===== src/rtl/rpi_pkg.sv =====
package rpi_pkg;

  typedef enum logic [2:0] {
    SEL_OFF   = 3'b000,
    SEL_BAD   = 3'b001,
    SEL_P64   = 3'b010,
    SEL_P16   = 3'b011,
    SEL_P4    = 3'b100,
    SEL_P2    = 3'b101,
    SEL_P1    = 3'b110,
    SEL_PHALF = 3'b111
  } per_sel_e;

  localparam int CTRL_W   = 8;
  localparam int FLAG_BIT = 0;
  localparam int SEL_LSB  = 1;
  localparam int SEL_W    = 3;
  localparam int RST_BIT  = 4;
  localparam int ADJ_BIT  = 5;
  localparam int RSV_LSB  = 6;
  localparam int RSV_W    = CTRL_W - RSV_LSB;

  // Minimum divider depth: stage 7 is the 2 s toggle.
  localparam int MIN_STAGES = 8;

  function automatic logic sel_usable(per_sel_e s);
    return (s != SEL_OFF) && (s != SEL_BAD);
  endfunction

endpackage


===== src/rtl/rpi_divider.sv =====
module rpi_divider #(
  parameter int DIV_W = 8
) (
  input  logic             clk,
  input  logic             rst_n,
  input  logic             tick_i,
  input  logic             clr_i,
  output logic [DIV_W-1:0] rise_o
);

  logic [DIV_W-1:0] cnt_q;

  always_ff @(posedge clk or negedge rst_n) begin
    if (!rst_n)      cnt_q <= '0;
    else if (clr_i)  cnt_q <= '0;
    else if (tick_i) cnt_q <= cnt_q + 1'b1;
  end

  // A stage rises when all lower stages are 1, it is 0, and a tick lands.
  generate
    for (genvar i = 0; i < DIV_W; i++) begin : g_stage
      if (i == 0) begin : g_first
        assign rise_o[i] = tick_i & ~clr_i & ~cnt_q[0];
      end else begin : g_next
        assign rise_o[i] = tick_i & ~clr_i & (&cnt_q[i-1:0]) & ~cnt_q[i];
      end
    end
  endgenerate

  a_r11_hold_without_tick: assert property (@(posedge clk) disable iff (!rst_n)
    (!tick_i && !clr_i) |=> $stable(cnt_q));

  a_r8_restart_clears: assert property (@(posedge clk) disable iff (!rst_n)
    clr_i |=> (cnt_q == '0));

endmodule


===== src/rtl/rpi_period_sel.sv =====
module rpi_period_sel
  import rpi_pkg::*;
#(
  parameter int DIV_W = 8
) (
  input  logic             clk,
  input  logic             rst_n,
  input  per_sel_e         sel_i,
  input  logic [DIV_W-1:0] rise_i,
  output logic             event_o
);

  always_comb begin
    case (sel_i)
      SEL_P64:   event_o = rise_i[0];
      SEL_P16:   event_o = rise_i[2];
      SEL_P4:    event_o = rise_i[4];
      SEL_P2:    event_o = rise_i[5];
      SEL_P1:    event_o = rise_i[6];
      SEL_PHALF: event_o = rise_i[7];
      default:   event_o = 1'b0;
    endcase
  end

  a_r4_no_event_when_unusable: assert property (@(posedge clk) disable iff (!rst_n)
    !sel_usable(sel_i) |-> !event_o);

  a_r3_event_needs_rise: assert property (@(posedge clk) disable iff (!rst_n)
    event_o |-> (rise_i != '0));

endmodule


===== src/rtl/rpi_ctrl_reg.sv =====
module rpi_ctrl_reg
  import rpi_pkg::*;
(
  input  logic              clk,
  input  logic              rst_n,
  input  logic              we_i,
  input  logic [CTRL_W-1:0] wdata_i,
  input  logic              event_i,
  output per_sel_e          sel_o,
  output logic              flag_o,
  output logic              div_clr_o,
  output logic [CTRL_W-1:0] rdata_o
);

  logic     wr_ok;
  logic     rst_req;
  per_sel_e sel_q;
  logic     flag_q;

  assign wr_ok     = we_i && (wdata_i[RSV_LSB +: RSV_W] == '0);
  assign rst_req   = wr_ok && wdata_i[RST_BIT];
  assign div_clr_o = wr_ok && (wdata_i[RST_BIT] || wdata_i[ADJ_BIT]);

  always_ff @(posedge clk or negedge rst_n) begin
    if (!rst_n) begin
      sel_q  <= SEL_OFF;
      flag_q <= 1'b0;
    end else begin
      if (wr_ok) sel_q <= per_sel_e'(wdata_i[SEL_LSB +: SEL_W]);
      if (rst_req)      flag_q <= 1'b0;
      else if (event_i) flag_q <= 1'b1;
      else if (wr_ok)   flag_q <= wdata_i[FLAG_BIT];
    end
  end

  assign sel_o   = sel_q;
  assign flag_o  = flag_q;
  assign rdata_o = {{(CTRL_W - SEL_LSB - SEL_W){1'b0}}, sel_q, flag_q};

  a_r7_hw_set_wins: assert property (@(posedge clk) disable iff (!rst_n)
    event_i |=> flag_q);

  a_r6_clear_only_by_sw: assert property (@(posedge clk) disable iff (!rst_n)
    $fell(flag_q) |-> $past(wr_ok && (!wdata_i[FLAG_BIT] || wdata_i[RST_BIT])));

  a_r5_set_has_cause: assert property (@(posedge clk) disable iff (!rst_n)
    $rose(flag_q) |-> $past(event_i || (wr_ok && wdata_i[FLAG_BIT])));

endmodule


===== src/rtl/rtc_periodic_irq.sv =====
module rtc_periodic_irq
  import rpi_pkg::*;
#(
  parameter int DIV_W = 8  // at least MIN_STAGES
) (
  input  logic              clk,
  input  logic              rst_n,
  input  logic              tick_128_i,
  input  logic              ctrl_we_i,
  input  logic [CTRL_W-1:0] ctrl_wdata_i,
  output logic [CTRL_W-1:0] ctrl_rdata_o,
  output logic              irq_o
);

  localparam int STAGES = (DIV_W < MIN_STAGES) ? MIN_STAGES : DIV_W;

  logic [STAGES-1:0] rise;
  logic              div_clr;
  logic              period_evt;
  per_sel_e          sel;
  logic              flag;

  rpi_divider #(.DIV_W(STAGES)) u_div (
    .clk    (clk),
    .rst_n  (rst_n),
    .tick_i (tick_128_i),
    .clr_i  (div_clr),
    .rise_o (rise)
  );

  rpi_period_sel #(.DIV_W(STAGES)) u_sel (
    .clk     (clk),
    .rst_n   (rst_n),
    .sel_i   (sel),
    .rise_i  (rise),
    .event_o (period_evt)
  );

  rpi_ctrl_reg u_reg (
    .clk       (clk),
    .rst_n     (rst_n),
    .we_i      (ctrl_we_i),
    .wdata_i   (ctrl_wdata_i),
    .event_i   (period_evt),
    .sel_o     (sel),
    .flag_o    (flag),
    .div_clr_o (div_clr),
    .rdata_o   (ctrl_rdata_o)
  );

  assign irq_o = flag && sel_usable(sel);

  a_r10_irq_tracks_flag: assert property (@(posedge clk) disable iff (!rst_n)
    (ctrl_rdata_o[0] && ctrl_rdata_o[3:1] >= 3'b010) |-> irq_o);

endmodule


===== config.mk =====
export PLATFORM = sky130hd
export DESIGN_NAME = rtc_periodic_irq
export DESIGN_NICKNAME = d
export VERILOG_FILES = /design/src/rtl/rpi_pkg.sv /design/src/rtl/rpi_divider.sv /design/src/rtl/rpi_period_sel.sv /design/src/rtl/rpi_ctrl_reg.sv /design/src/rtl/rtc_periodic_irq.sv
export SDC_FILE = /design/constraint.sdc
export NUM_CORES = 1
export LEC_CHECK = 0
export ABC_AREA = 1
export CORE_AREA = 2 2 39 41
export CTS_CLUSTER_DIAMETER = 30
export CTS_CLUSTER_SIZE = 14
export DETAILED_ROUTE_END_ITERATION = 10
export DIE_AREA = 0 0 41 43
export DONT_BUFFER_PORTS = 1
export GPL_TIMING_DRIVEN = 0
export PLACE_DENSITY = 0.74
export REMOVE_ABC_BUFFERS = 1
export SLEW_MARGIN = 5
export SYNTH_ARGS = -nofsm -noshare
export SYNTH_HDL_FRONTEND = slang
export SYNTH_SLANG_ARGS = --single-unit

===== constraint.sdc =====
create_clock -name clk -period 2.1 [get_ports clk]
set_input_delay 0.105 -clock clk [delete_from_list [all_inputs] [get_ports clk]]
set_output_delay 0.105 -clock clk [all_outputs]
set_load 0.05 [all_outputs]

# Word level (Yosys, flattened, before mapping)
# Index checks and enable logic that the tools add are counted.
# totals
reg_bits	12
latch_bits	0
ram_bits	0
mem_bits_ro	0
input_bits	12
elab_cells	51
n_memories	0
# op_classes
addsub	1
multipliers	0
n_div	0
magnitude_cmp	0
n_eq_ne	7
n_shift	0
n_mux	6
bitwise	19
reduce_logical	15
# op_table
op	count
$mux W8	2
$and A1 B1 Y1	12
$eq A3 B3 Y1 const B	4
$add A8 B1 Y8 const B	1
$not A1 Y1	7
$reduce_and A7 Y1	1
$eq A3 B2 Y1 const B	2
$pmux W1 S6	1
$reduce_and A6 Y1	1
$reduce_bool A3 Y1	2
$logic_and A1 B1 Y1	5
$reduce_and A5 Y1	1
$reduce_and A4 Y1	1
$mux W1	3
$ne A3 B1 Y1 const B	1
$logic_not A2 Y1	1
$reduce_and A2 Y1	1
$reduce_bool A2 Y1	1
$logic_or A1 B1 Y1	1

# Longest topological paths before layout
# Gate-level depths: netlist of run 1.
# logic_depth
ltp_word	10
depth_mapped	12
mapped_depth_nobuf	12

# Modules after synthesis
# Synthesis of run 1 repeated with hierarchy kept, for this count alone.
# unflattened
hier_cells	127
hier_area_um2	882.1
# by_module_without_submodules
mod	instances	cells_per_inst	area_each_um2	seq_area_each_um2
rpi_divider	1	70	526.8	200.2
rpi_ctrl_reg	1	35	262.8	100.1
rpi_period_sel	1	19	81.3	0.0
rtc_periodic_irq	1	3	11.3	0.0

# Worst setup path after synthesis of run 1
# No wires, ideal clock.
# synth_path
kind	register to register
startpoint	register u_div.cnt_q[0]
endpoint	register u_reg.flag_q, in the netlist u_reg.flag_o
arrival_time_ps	1348
required_time_ps	1983
slack_ps	635
stages_incl_launch_ff	13
period_less_slack_ps	1465
path_cell_list	dfrtp_1 ha_1 nand3_1 inv_1 ha_1 nand3_1 nand2_1 nor2_1 nor2_1 nand2_1 nand2_1 nand2_1 nand2_1
# synth_via
elab_chain_len	6
word_cells_on_any_way	21
classes_between	mux: 3; bitwise: 12; reduce/logical: 6
# synth_rtl
item	line	text
start: declaration	rpi_divider.sv:11	logic [DIV_W-1:0] cnt_q;
start signal: assignment	rpi_divider.sv:16	else if (tick_i) cnt_q <= cnt_q + 1'b1;
$reduce_and A7 Y1, or another cell as far along	rpi_divider.sv:25	assign rise_o[i] = tick_i & ~clr_i & (&cnt_q[i-1:0]) & ~cnt_q[i];
$and A1 B1 Y1 (2 in a row)	rpi_divider.sv:25	
$pmux W1 S6 *	rpi_period_sel.sv:14	case (sel_i)
$mux W1	rpi_ctrl_reg.sv:31	else if (event_i) flag_q <= 1'b1;
$mux W1	rpi_ctrl_reg.sv:30	if (rst_req) flag_q <= 1'b0;
end signal: assignment	rpi_ctrl_reg.sv:32	else if (wr_ok) flag_q <= wdata_i[FLAG_BIT];
end: declaration	rpi_ctrl_reg.sv:18	logic flag_q;
# Every way passes the cells marked *; elsewhere a longest branch is shown, timed or not.
# A chain may end at the register's enable or synchronous reset.

# Worst setup path in the final report of run 1
# Ends and elaborated chain as after synthesis.

==> results of run 1 <==
## layer usage
layer / vias to the layer above / routed length (um) / part of all wire, %
li1: 322 / - / -
met4: 0 / 15 / 1.1
met3: 2 / 69 / 5.0
met2: 12 / 637 / 46
met1: 272 / 655 / 48
met5: - / 0 / 0
## state kept, by name, summed over array words and instances (netlist names)
register / count
u_reg.flag_o: 1
u_div.cnt_q: 8
u_reg.sel_o: 3
## power groups by stage
stage          Clock, uW  Combinational [uW]  Sequential, uW
6_report             138                 187             396
3_3_place_gp           0                 167             400
2_1_floorplan          0                 154             388
3_5_place_dp           0                 174             402
5_1_grt              149                 210             407
4_1_cts              139                 188             397
## final timing paths
path	start	to	slack [ps]	cells past startpoint
max	u_div.cnt_q[0]	u_reg.flag_o	420	12
min	ctrl_wdata_i[4]	u_reg.flag_o	8	3
max reg2reg	u_div.cnt_q[0]	u_reg.flag_o	420	12
min reg2reg	u_div.cnt_q[1]	u_div.cnt_q[1]	540	2
max in group asynchronous	rst_n	u_reg.flag_o	1490	1
min in group asynchronous	rst_n	u_div.cnt_q[0]	240	1
## what timing repair did
| item | 4_1_cts | 5_1_grt |
|---|---|---|
| endpoints found under the hold margin | 18 | 0 |
| hold buffers | 5 | 0 |
| endpoints found under the setup margin | 0 | 0 |
## Yosys cell counts, drive strengths merged
master	count	area, sq um
ha	2	25.02
a21oi	4	20.02
inv	12	45.04
nand2	28	107.6
a211oi	1	7.510
buf	5	37.54
nor3	1	16.27
o21a	1	7.510
nor2	11	43.80
clkinv	3	11.26
nand3	11	67.57
dfrtp	12	300.3
xor2	1	8.760
conb	1	3.750
o21ai	7	35.03
## cell type report
type / instances / area [sq um] / area share, %
sequential: 12 / 300.3 / 37.38
tap: 16 / 20.02 / 2.492
timing repair buffer: 5 / 50.05 / 6.231
clock buffer: 3 / 22.52 / 2.804
inverter: 15 / 56.30 / 7.009
multi-input combinational: 71 / 354.1 / 44.08
## kinds of logic (layout without fill, tap and decap cells)
logic type,after synthesis,in the layout,share of synthesized area (%)
AO/OA/AOI/OAI,13,13,9.508
AND/OR/NAND/NOR,51,51,31.92
flip-flops,12,12,40.75
other,1,4,0.5088
adder cells (fa/ha/maj),2,2,3.395
XOR/XNOR,1,1,1.189
buffers and inverters,20,23,12.73
## critical path: stages (launching register included)
cell,delay [ps]
dfrtp_1,410
ha_1,240
nand3_1,140
inv_1,60
ha_1,180
nand3_1,80
nand2_1,70
nor2_1,110
nor2_1,60
nand2_1,70
nand2_1,50
nand2_1,50
nand2_1,40
## per-stage QoR
step	cells	instance area, sq um	hold slack, ps	total power [uW]	util [%]
2_1_floorplan	98	710.7	-190.6	541.6	-
3_3_place_gp	114	730.7	-190.4	567.0	52.80
3_5_place_dp	114	730.7	-190.3	576.3	52.80
4_1_cts	122	803.3	4.705	723.8	58.05
5_1_grt	122	803.3	8.005	765.5	58.05
6_report	122	803.3	7.903	720.9	58.05
==> metrics.md, run 1 <==
| Metric | Value |
|---|---|
| Status | completed |
| # nets final | 122 |
| Initial Util | 53.25% |
| Post-route ant nets | 0 |
| Setup violations, final | 0 |
| Global routing met3 resource utilization | 9.948% |
| Fin crit period | 1679 ps |
| Core ar. | 1384 sq um |
| CTS tree | done |
| Antenna violations before repair | 0 |
| Layout cell share with drive strength beyond 1 | 7.547% |
| M1 GR Usage | 24.58% |
| Total gr overflow | 0 |
| Distinct cell type count after synthesis | 20 |
| Most frequent cells in the layout | 27 x nand2_1, 12 x dfrtp_1, 11 x inv_1, 10 x nor2_1, 10 x nand3_1 |
| WP data arrival | 1830 ps |
| Setup_tns | 0 ps |
| Root Driver | clkbuf_4 |
| CTS Buf Count | 3 |
| Critical setup path kind | register to register |
| Slew Limit Fails | 0 |
| Die Ht | 43 um |
| Vias in the first global route | 571 |
| Dpl ws | about 480 ps |
| Drt wl/cell | about 11 um |
| H-tree depth | 1 |
| IO Pins | 21 |
| Most common cell after layout, fill and taps aside | nand2_1 |
| Final WL | 1.378 mm |
| Critical Path End Type | register |
| GRT Overall Usage | 19.65% |
| # diodes | 0 |
| # rows | 14 |
| Vias | 608 |
| Fill count | 126 |
| Detailed-route DRC error count | 0 |
| Clk_skew | roughly 12 ps |
| IO Port Bufs | 0 |
| Power per cell area | 897.4 nW/um^2 |
| Least-Margin Pin Slew | 567.8 ps |
| Die W | 41 um |
| Post-Syn Instances | 100 |
| RSZ-0062 raised after global routing | false |
| Tightest Hold Check Type | primary input to register |
| Synth warn | 0 |
| Vias per inst | 4.984 |
| Top Usage Layer GRT | met2 |
| Final setup margin | 421.1 ps |
| Fin. Hold Viols | 0 |
| 1st-iter DRT viols | 6 |
| CP max FO | 3 |
| Req. time, crit path | 2260 ps |
| Clk pin slew, worst setup/hold paths | 80 ps |
| DP Wirelength | 1.017 mm |
| Later-pin clock latency in the skew report | ~270 ps |
| Syn_area_per_cell | 7.370 sq um |
| CTS sink cnt | 12 |
| Pint | approximately 410 uW |
| Post-CTS Setup Repair Bufs | 0 |
| Static Leakage | 0.0004072 uW |
| Clock group share of total power | 19.1% |
| Flop pwr share | 55.0% |
| Comb pwr share | 25.9% |
| P&R area growth vs syn | 8.998% |
| Cell Area, Synth | 737.0 sq um |
| Max-Cap Viols | 0 |
| GR Util met2 | 28.75% |
| First-pass GRT wire length | 2.277 mm |
| Pin count of the biggest net entering global routing | 13 |
| Seq/Total Area, Yosys | 40.75% |
| Gp weighted congestion | 0.8092 |
| NetSw | approximately 310 uW |
| Post-synthesis register bit count | 12 |
| TritonRoute pass-1 iters | 4 |
| Sw Ratio | 43.16% |
| Crit path launch type | register |
| FMAX | 0.5956 GHz |
| Final worst-path cycle share | 79.95% |
| Die ar. | approximately 1800 sq um |
| IR drop worst, VDD | 0.5795 mV |
| Relative slew slack | 62.14% |
| Max clock buf depth | 2 |
| Post-CTS sizing | 0 |
No activity file was read; power rests on OpenSTA's default activity.
==> run 2, diff against run 1 <==
- clock period: 2.1 -> 1.6 ns (I/O delays scaled with it)
==> metrics.md, run 2 (synthesized netlist as in run 1, its figures left out) <==
| Metric | Value |
|---|---|
| # rows | 14 (unchanged) |
| Fin crit period | 1543 ps |
| Power per cell area | 1144 nW/um^2 (+28%) |
| RSZ-0062 raised after global routing | true |
| IO Pins | 21 (unchanged) |
| Max FFs per register | 8 (unchanged) |
| WP data arrival | 1460 ps (-370 ps) |
| Root Driver | clkbuf_4 |
| Worst Path Buf+Inv | 0 (-1) |
| DP Wirelength | 1.017 mm (unchanged) |
| CTS Buf Count | 3 (unchanged) |
| Least-Margin Pin Slew | 545.3 ps (-22.52 ps) |
| Total design power | 998.0 uW (+38%) |
| Drt wl/cell | 12.03 um (+6.5%) |
| P&R area growth vs syn | 18.34% |
| Vias in the first global route | 577 (+1.1%) |
| Most common cell after layout, fill and taps aside | nand2_1 |
| Die Ht | 43 um (unchanged) |
| Most frequent cells in the layout | 27 x nand2_1, 11 x dfrtp_1, 10 x inv_1, 10 x nor2_1, 8 x nand3_1 |
| Vias per inst | 5.096 (+2.3%) |
| Crit path launch type | register |
| First-pass GRT wire length | 2.270 mm (-0.31%) |
| Static Leakage | 0.0004132 uW (+1.5%) |
| CP max FO | 4 (+1) |
| CP top delay family | flip-flops |
| TritonRoute pass-1 iters | 4 (unchanged) |
| Multi-input logic area | 396.6 sq um (+12%) |
| 1st-iter DRT viols | 17 (+11) |
| Final WL | 1.504 mm (+9.1%) |
| Die ar. | 1763 sq um (unchanged) |
| Slowest stage delay, CP | 680 ps (+270 ps) |
| Layout cell share with drive strength beyond 1 | 14.68% (+7.1 points) |
| Setup violations, final | 0 (unchanged) |
| Slowest CP cell | dfrtp_1 |
| Worst-path cell chain | o21a_1 |
| FMAX | 0.6482 GHz |
| Critical setup path kind | register to primary output |
| Req. time, crit path | 1520 ps (-740 ps) |
| Util after Layout | 63.02% (+5.0 points) |
| # nets final | 125 (+2.5%) |
| # diodes | 0 (unchanged) |
| Top reg by flops | u_div.cnt_q |
| Clk_skew | 12.20 ps (+0.1083 ps) |
| Fin area | 872.1 sq um (+8.6%) |
| CTS tree | done |
| Gp weighted congestion | 0.8092 (unchanged) |
| Antenna violations before repair | 0 (unchanged) |
| Initial Util | 53.25% (unchanged) |
| H-tree depth | 1 (unchanged) |
| Fin. Hold Viols | 0 (unchanged) |
| Die W | 41 um (unchanged) |
| Later-pin clock latency in the skew report | 270 ps (about the same) |
| GRT Overall Usage | 19.55% (-0.10 points) |
| Core ar. | 1384 sq um (unchanged) |
| IO Port Bufs | 0 (unchanged) |
| Clk pin slew, worst setup/hold paths | 60 ps (-20 ps) |
| Vias | 637 (+4.8%) |
| Post-route ant nets | 0 (unchanged) |
| FF+latch area | 301.5 sq um (+0.42%) |
| Critical Path End Type | primary output |
| Detailed-route DRC error count | 0 (unchanged) |
| Slew Limit Fails | 0 (unchanged) |
| Placement Cell Area | 730.7 sq um (unchanged) |
| IR drop worst, VDD | 0.7831 mV (+35%) |
| Pin count of the biggest net entering global routing | 13 (unchanged) |
| Status | completed |
| Relative slew slack | 63.53% (+1.4 points) |
| CTS sink cnt | 12 (unchanged) |
| Max-Cap Viols | 0 (unchanged) |
| Fill count | 120 (-4.8%) |
| Tightest Hold Check Type | primary input to register |
| Max clock buf depth | 2 (unchanged) |
| Final worst-path cycle share | 96.42% |
| Total gr overflow | 0 (unchanged) |
-- run 2: cell types whose count changed in the layout (fill, tap and decap cells not counted), moves of 2 or more --
cell     previous run  this run
nand3_1            10         8
buf_4               0         2
ha_4                0         2
ha_1                2         0
-- run 2: final cells by class --
| type | count | share of cell area (%) |
|---|---|---|
| Sequential cell | 12 | 34.58 |
| Inverter | 15 | 6.456 |
| Timing Repair Buffer | 8 | 8.608 |
| Tap cell | 16 | 2.296 |
| Multi-Input combinational cell | 71 | 45.48 |
| Clock buffer | 3 | 2.582 |
-- run 2: final timing paths --
kind                            startpoint              to  depth (start not counted)  slack, ps
setup / recovery            u_reg.sel_o[2]           irq_o                          1         60
hold / removal             ctrl_wdata_i[0]    u_reg.flag_o                          4         30
setup reg to reg            u_div.cnt_q[1]    u_reg.flag_o                         12         70
hold reg to reg             u_div.cnt_q[7]  u_div.cnt_q[7]                          3        560
max in group asynchronous            rst_n  u_reg.sel_o[0]                          1        970
min in group asynchronous            rst_n  u_div.cnt_q[0]                          1        220
-- run 2: per-layer routing --
| metal | up-vias | global-route usage [%] | routed length, um |
|---|---|---|---|
| met4 | 0 | 6.000 | 15 |
| met2 | 18 | 29.06 | 733 |
| li1 | 326 | - | - |
| met5 | - | 0 | 0 |
| met3 | 2 | 9.948 | 87 |
| met1 | 291 | 23.91 | 667 |
-- run 2: what timing repair did --
action | 4_1_cts | 5_1_grt
pin swaps | 0 | 6
resized for setup | 2 | 7
setup buffers | 0 | 2
hold buffers | 6 | 0
setup endpoints to repair | 1 | 1
endpoints found under the hold margin | 20 | 0
-- run 2: report_power, final --
group          leakage (uW)  switching [uW]  internal, uW
sequential         0.000154             173           369
combinational      0.000245             173           104
clock             0.0000138            92.9          87.0
-- run 2: stage by stage --
| stage | setup WS, ps | setup TNS (ps) | hold WS, ps | instances |
|---|---|---|---|---|
| 4_1_cts | 6.544 | 0 | 28.59 | 123 |
| 6_report | 57.36 | 0 | 26.80 | 125 |
| 5_1_grt | -22.80 | -22.80 | 60.03 | 125 |
| 2_1_floorplan | 133.5 | 0 | -215.6 | 98 |
| 3_5_place_dp | -24.60 | -24.60 | -215.3 | 114 |
| 3_3_place_gp | 2.356 | 0 | -215.4 | 114 |
